## config.mk

```make
export PLATFORM = sky130hd
export DESIGN_NAME = tw_link_master
export DESIGN_NICKNAME = d
export VERILOG_FILES = /design/src/rtl/tw_pkg.sv /design/src/rtl/tw_half_timer.sv /design/src/rtl/tw_shifter.sv /design/src/rtl/tw_link_master.sv
export SDC_FILE = /design/constraint.sdc
export NUM_CORES = 1
export LEC_CHECK = 0
export BUFFER_PORTS_ARGS = -buffer_cell sky130_fd_sc_hd__clkbuf_2
export CORE_MARGIN = 3
export CORE_UTILIZATION = 53
export CTS_BUF_LIST = sky130_fd_sc_hd__clkbuf_4 sky130_fd_sc_hd__clkbuf_8 sky130_fd_sc_hd__clkbuf_16
export CTS_CLUSTER_DIAMETER = 100
export DETAILED_ROUTE_END_ITERATION = 10
export MAX_ROUTING_LAYER = met4
export PLACE_DENSITY = 0.84
export SYNTH_ARGS = -nofsm -noshare
export SYNTH_HDL_FRONTEND = slang
export SYNTH_SLANG_ARGS = --single-unit
```

## constraint.sdc

```tcl
create_clock -name clk -period 2.7 [get_ports clk]
set_input_delay 0.27 -clock clk [delete_from_list [all_inputs] [get_ports clk]]
set_output_delay 0.27 -clock clk [all_outputs]
set_load 0.02 [all_outputs]
```

## src/rtl/tw_pkg.sv

```systemverilog
package tw_pkg;
   typedef enum logic [2:0] {
      ST_IDLE,
      ST_SETUP,
      ST_HIGH,
      ST_LOW,
      ST_FIN
   } tw_state_e;
endpackage

```

## src/rtl/tw_half_timer.sv

```systemverilog
// Counts the cycles of one serial clock phase; expire_o marks its last cycle.
module tw_half_timer #(
   parameter int HALF_CYC = 88
) (
   input  logic clk,
   input  logic rst,
   input  logic run_i,
   output logic expire_o
);
   localparam int CW = (HALF_CYC > 1) ? $clog2(HALF_CYC) : 1;

   generate
      if (HALF_CYC < 1) begin : g_bad_half
         $error("tw_half_timer: HALF_CYC must be at least 1");
      end

      if (HALF_CYC == 1) begin : g_single
         assign expire_o = run_i;
      end else begin : g_count
         logic [CW-1:0] cnt;
         logic          at_end;

         assign at_end   = (cnt == CW'(HALF_CYC - 1));
         assign expire_o = run_i && at_end;

         always_ff @(posedge clk) begin
            if (rst || !run_i) cnt <= '0;
            else if (at_end)   cnt <= '0;
            else               cnt <= cnt + 1'b1;
         end

         // a running phase advances by exactly one cycle per clock
         p_phase_step_r3: assert property (@(posedge clk) disable iff (rst)
            (run_i && !expire_o) |=> (!run_i || cnt == $past(cnt) + 1'b1));
      end
   endgenerate
endmodule

```

## src/rtl/tw_shifter.sv

```systemverilog
// Shared shift register: serialises a write byte or assembles a read byte.
module tw_shifter #(
   parameter int BITS = 8,
   parameter int KEEP = 4
) (
   input  logic            clk,
   input  logic            rst,
   input  logic            load_i,
   input  logic [BITS-1:0] din_i,
   input  logic            shift_i,
   input  logic            sin_i,
   output logic            msb_o,
   output logic [BITS-1:0] kept_o
);
   logic [BITS-1:0] sh;

   generate
      if (BITS < 2) begin : g_bad_bits
         $error("tw_shifter: BITS must be at least 2");
      end
      if (KEEP < 1) begin : g_bad_keep
         $error("tw_shifter: KEEP must be at least 1");
      end

      if (KEEP >= BITS) begin : g_keep_all
         assign kept_o = sh;
      end else begin : g_keep_low
         assign kept_o = {{(BITS-KEEP){1'b0}}, sh[KEEP-1:0]};
      end
   endgenerate

   always_ff @(posedge clk) begin
      if (rst)          sh <= '0;
      else if (load_i)  sh <= din_i;
      else if (shift_i) sh <= {sh[BITS-2:0], sin_i};
   end

   assign msb_o = sh[BITS-1];

   // a load without a shift puts the requested byte's top bit on the line
   p_load_msb_r2: assert property (@(posedge clk) disable iff (rst)
      load_i |=> (msb_o == $past(din_i[BITS-1])));
endmodule

```

## src/rtl/tw_link_master.sv

```systemverilog
module tw_link_master #(
   parameter int BITS      = 8,
   parameter int HALF_CYC  = 88,
   parameter int KEEP_BITS = 4
) (
   input  logic            clk,
   input  logic            rst,
   input  logic            start_i,
   input  logic            rd_i,
   input  logic [BITS-1:0] wr_byte_i,
   output logic            ready_o,
   output logic            done_o,
   output logic [BITS-1:0] rd_data_o,
   output logic            sclk_o,
   output logic            sdo_o,
   output logic            sdo_oe_o,
   input  logic            sdi_i
);
   import tw_pkg::*;

   localparam int IW = (BITS > 1) ? $clog2(BITS) : 1;

   generate
      if (KEEP_BITS > BITS) begin : g_bad_keep
         $error("tw_link_master: KEEP_BITS must not exceed BITS");
      end
   endgenerate

   tw_state_e       state;
   logic            rd_q;
   logic [IW-1:0]   bidx;
   logic            tick;
   logic            last_bit;
   logic            take;
   logic            sh_load;
   logic            sh_shift;
   logic [BITS-1:0] kept;
   logic [BITS-1:0] load_val;

   assign take     = (state == ST_IDLE) && start_i;
   assign last_bit = (bidx == IW'(BITS - 1));
   assign sh_load  = take;
   assign load_val = rd_i ? '0 : wr_byte_i;
   assign sh_shift = tick && ((rd_q && state == ST_HIGH) ||
                              (!rd_q && state == ST_LOW && !last_bit));

   tw_half_timer #(.HALF_CYC(HALF_CYC)) u_timer (
      .clk      (clk),
      .rst      (rst),
      .run_i    ((state == ST_HIGH) || (state == ST_LOW)),
      .expire_o (tick)
   );

   tw_shifter #(.BITS(BITS), .KEEP(KEEP_BITS)) u_shift (
      .clk     (clk),
      .rst     (rst),
      .load_i  (sh_load),
      .din_i   (load_val),
      .shift_i (sh_shift),
      .sin_i   (sdi_i),
      .msb_o   (sdo_o),
      .kept_o  (kept)
   );

   always_ff @(posedge clk) begin
      if (rst) begin
         state     <= ST_IDLE;
         rd_q      <= 1'b0;
         bidx      <= '0;
         sdo_oe_o  <= 1'b0;
         rd_data_o <= '0;
      end else begin
         unique case (state)
            ST_IDLE: begin
               if (start_i) begin
                  rd_q  <= rd_i;
                  bidx  <= '0;
                  state <= rd_i ? ST_HIGH : ST_SETUP;
               end
            end
            ST_SETUP: begin
               sdo_oe_o <= 1'b1;
               state    <= ST_HIGH;
            end
            ST_HIGH: begin
               if (tick) state <= ST_LOW;
            end
            ST_LOW: begin
               if (tick) begin
                  if (last_bit) begin
                     sdo_oe_o <= 1'b0;
                     if (rd_q) rd_data_o <= kept;
                     state <= ST_FIN;
                  end else begin
                     bidx  <= bidx + 1'b1;
                     state <= ST_HIGH;
                  end
               end
            end
            ST_FIN: state <= ST_IDLE;
            default: state <= ST_IDLE;
         endcase
      end
   end

   assign ready_o = (state == ST_IDLE);
   assign done_o  = (state == ST_FIN);
   assign sclk_o  = (state != ST_LOW);

   // idle leaves the clock high and the data driver off
   p_idle_lines_r1: assert property (@(posedge clk) disable iff (rst)
      ready_o |-> (sclk_o && !sdo_oe_o));
   // on a write the driver is on at every falling edge
   p_oe_at_fall_r4: assert property (@(posedge clk) disable iff (rst)
      ($fell(sclk_o) && !rd_q) |-> sdo_oe_o);
   // driven data does not move during a low phase
   p_sdo_stable_r5: assert property (@(posedge clk) disable iff (rst)
      (sdo_oe_o && !sclk_o && !$past(sclk_o)) |-> $stable(sdo_o));
   // completion shows the line released and the clock high
   p_release_r6: assert property (@(posedge clk) disable iff (rst)
      done_o |-> (!sdo_oe_o && sclk_o));
   // a read never drives the data line
   p_no_drive_read_r7: assert property (@(posedge clk) disable iff (rst)
      (rd_q && !ready_o) |-> !sdo_oe_o);
   // completion lasts one cycle and returns to idle
   p_done_pulse_r9: assert property (@(posedge clk) disable iff (rst)
      done_o |=> (!done_o && ready_o));
   // the transfer kind cannot change while busy
   p_start_ignored_r10: assert property (@(posedge clk) disable iff (rst)
      (!ready_o && !done_o) |=> $stable(rd_q));
endmodule

```

==> results <==
- The total vias in the final route is 1,096.
- The clock reaches the later pin of the worst-skew pair after 320 ps.
- The net count of the finished layout is 179.
- The total of max-cap violations is 0.
- The part of the Yosys area used for sequential elements is 41.58%.
- The floorplan has 17 rows.
- Setup slack on the worst reg-to-reg path comes out at 520 ps.
- The capturing element type of the critical path is a register.
- The startpoint type of the worst setup path is a register.
- No sink is reached through more buffers than the 2 on the longest clock path.
- The maximum achievable frequency is 459.0 MHz.
- The number of enable-type register cells in the synthesized netlist is 0.
- Sorting the synthesized cells by area gives the leading types as dfxtp_1 42%, a21oi_1 5.8%, nor2_1 4.9%.
- The commonest cells after synthesis are 27 x dfxtp_1, 17 x nor2_1, 15 x a21oi_1.
- The count of H-tree levels built during CTS is 1.
- After synthesis the netlist holds a flip-flop and latch count of 27.
- The most critical setup path has its endpoint at u_shift.sh[6].
- The first-pass GRT wire length is 4.340 mm.
- The flow ran to the end, and the final reports show no timing, DRC or antenna violations.
- The via count of the first global-routing pass is 982.
- The count of cell types in the netlist is 39.
- The count of buffers added on input and output ports is 21.
- Relative to the synthesized area, the layout overhead comes to 8.469%.
- In this run the clock root is driven by a clkbuf_4.
- Once the clock tree was built, the resizer swapped 0 gates to a different size.
- The placer's final routability congestion estimate is 0.8375.
- The clock-pin slew on the worst setup and hold paths is 130 ps.
- The routed length per instance is 13.14 um.
- The smallest clock period supported by the final layout is computed as 2179 ps.
- The signal on the critical path passes through ha_1 -> ha_1 -> or3b_2 -> a21oi_1 -> nand2_1 -> o221a_2.
- The number of failing hold endpoints at the final stage was 0.
- The worst vdd rail ir drop is 0.4656 mV.
- The worst hold path belongs to the class in2reg.
- The highest cell delay on the worst timing path is 460 ps.
- After synthesis, the share of flip-flops with an asynchronous set or reset is 0%.
- The share of layout cells above drive strength 1 is 20.99%.
- The core region area is 2276 sq um.
- The total global-route track usage is 17.59%.
- The effective utilization at floorplan is 57.12%.
- The worst setup skew after layout is 6.543 ps.
- From bottom edge to top edge, the die measures 55.53 um.
- The first detailed-routing pass took 4 iterations.
- In the final timing run, aggregate negative setup slack is 0 ps.
- The worst pin sits at a relative slew slack of 54.86%.
- At the pin with the least slew margin, the transition time is 671.9 ps.
- The count of nets left with antenna violations once routing finished came out at 0.
- The source of the critical timing path is bidx[0].
- In this run the worst path has a maximum fanout of 8.
- The cell seen most often among critical-path stages is ha_1.
- The endpoint identified for the worst register-to-register timing path is u_shift.sh[6].
- The final-layout fill cell count is 194.
- Wires add up to 2.496 mm.
- Data on the critical path is required at its endpoint by 2930 ps.
- In this run the critical register-to-register path is launched from bidx[0].
- The die covers 3083 sq um.
- In the routed design, unresolved DRC markers number 0.
- Setup repair after global routing left no endpoint under its margin.
- The clock buffer count from CTS is 3.
- The synthesized cell area is 1300 sq um.
- The synthesized design devotes to its leading area cell type 41.58% of total area.
- The count of hold buffers inserted by post-cts repair is 0.
- The initial antenna violation count is 0.
- The TritonCTS clock tree is yes.
- The leakage power summed over all cells is 0.0005357 uW.
- For the worst flop-to-flop path, the logic depth is 6.
- The pin count of the biggest net entering global routing is 19.
- The violation count after the first detailed-routing iteration is 24.
- STA puts the critical path data arrival time at 2410 ps.
- The combined area of the multi-input logic cells is 688.2 sq um.
- The count of warnings emitted by yosys is 0.
- Setup violations remaining at the end of the flow were counted as 0.
- Clock tree synthesis found a total of 27 sinks.
- The worst setup path is of the reg2reg kind.
- Among all cell types in the netlist, the one instantiated most often is dfxtp_1.
- Summed over all layers, the global routing overflow is 0.
- For this design, the slowest cell found on the critical path is or3b_2.
- The smallest hold slack is 279.2 ps.
- The total count of max-transition violations in the final report is 0.
- Dividing total power by cell area gives a power density of 504.0 nW/um^2.
- 26 I/O pins were placed.
- After legalization and detailed placement, the total HPWL measured 1.867 mm.
- The floorplan step set the die width to 55.53 um.
- The largest total area in the synthesized netlist belongs to dfxtp_1.
- Averaged over all synthesized cells, the footprint is 8.965 sq um.
- The sequential cell area in the final layout is 540.5 sq um.
- The most used flip-flop cell after synthesis is dfxtp_1.
- The fraction of the cycle the final worst path needs is 80.69%.
- Using the TritonRoute via totals, the vias-per-cell ratio works out to 5.768.
- The number of setup buffers added after CTS is 0.
- The number of inserted diodes is 0.
- Synthesis handed over a netlist of 145 instances.
-- flip-flops by register name, indices dropped and copies added (netlist names) --
signal and flops:
rd_data_o 4, rd_q 1, state 3, u_shift.sh 8
bidx 3, sdo_oe_o 1, u_timer.g_count.cnt 7
-- critical path: cells and delay by family (launching register included) --
family / cells / cell delay, ps
adder cells (fa/ha/maj): 2 / 450
AND/OR/NAND/NOR: 2 / 690
AO/OA/AOI/OAI: 2 / 590
flip-flops: 1 / 350
-- routing by layer --
metal	global-route usage [%]	part of all wire, %	vias to the layer above
met5	-	0	-
met4	7.292	1.7	0
met3	2.804	5.9	5
met2	27.20	46	35
met1	22.80	47	511
li1	-	-	545
-- worst min-delay path by stage --
stage / startpoint / endpoint / cells past startpoint
global placement: u_timer.g_count.cnt[0] / u_timer.g_count.cnt[0] / 1
CTS: wr_byte_i[4] / u_shift.sh[4] / 4
floorplan: u_timer.g_count.cnt[0] / u_timer.g_count.cnt[0] / 1
finish: wr_byte_i[4] / u_shift.sh[4] / 4
global route: wr_byte_i[4] / u_shift.sh[4] / 4
detailed placement: u_timer.g_count.cnt[0] / u_timer.g_count.cnt[0] / 1
-- metrics by stage --
step,power (uW),cell area [sq um],std cells,worst slack [ps],util (%)
floorplan,525.4,1311,148,748.3,-
global placement,536.9,1380,186,652.2,60.64
detailed placement,541.7,1380,186,585.0,60.64
CTS,715.6,1410,190,562.4,61.96
finish,710.7,1410,190,521.2,61.96
global route,753.1,1410,190,365.1,61.96
-- cell usage in the layout (no fill, tap or decap), drive strengths merged, types with 2 or more instances in the layout --
master / count
xor2: 2
nor3b: 7
xnor2: 2
a21oi: 15
a221oi: 3
ha: 3
conb: 4
nor3: 2
nor2: 17
nand3: 7
mux2i: 4
clkbuf: 25
nand4b: 3
nand2: 10
dfxtp: 27
o21ai: 2
nand2b: 6
a211oi: 4
o221a: 3
-- area by class of cell --
class	instances	share of cell area, %
Tap cell	28	2.484
Clock buffer	4	2.130
Sequential cell	27	38.33
Timing Repair Buffer	22	7.986
Multi-Input combinational cell	108	48.80
Inverter	1	0.2662
-- kinds of logic (layout without fill, tap and decap cells) --
kind of cell	count (synthesis)	after routing	share of synthesized area [%]
mux	5	5	3.946
compound gates	31	31	16.17
fa+ha+maj	3	3	2.888
simple gates	61	61	26.08
other cells	1	4	0.2885
xor+xnor	4	4	2.695
flops	27	27	41.58
buf+inv	13	27	6.352
-- power by group --
group | internal (uW) | total, uW | switching [uW] | leakage, uW
logic | 40.0 | 99.0 | 59.1 | 0.000297
registers | 416 | 435 | 18.2 | 0.000220
clock network | 67.9 | 177 | 109 | 0.0000184
total | 524 | 711 | 187 | 0.000536
Note: power is estimated with default switching activity, not from simulation.
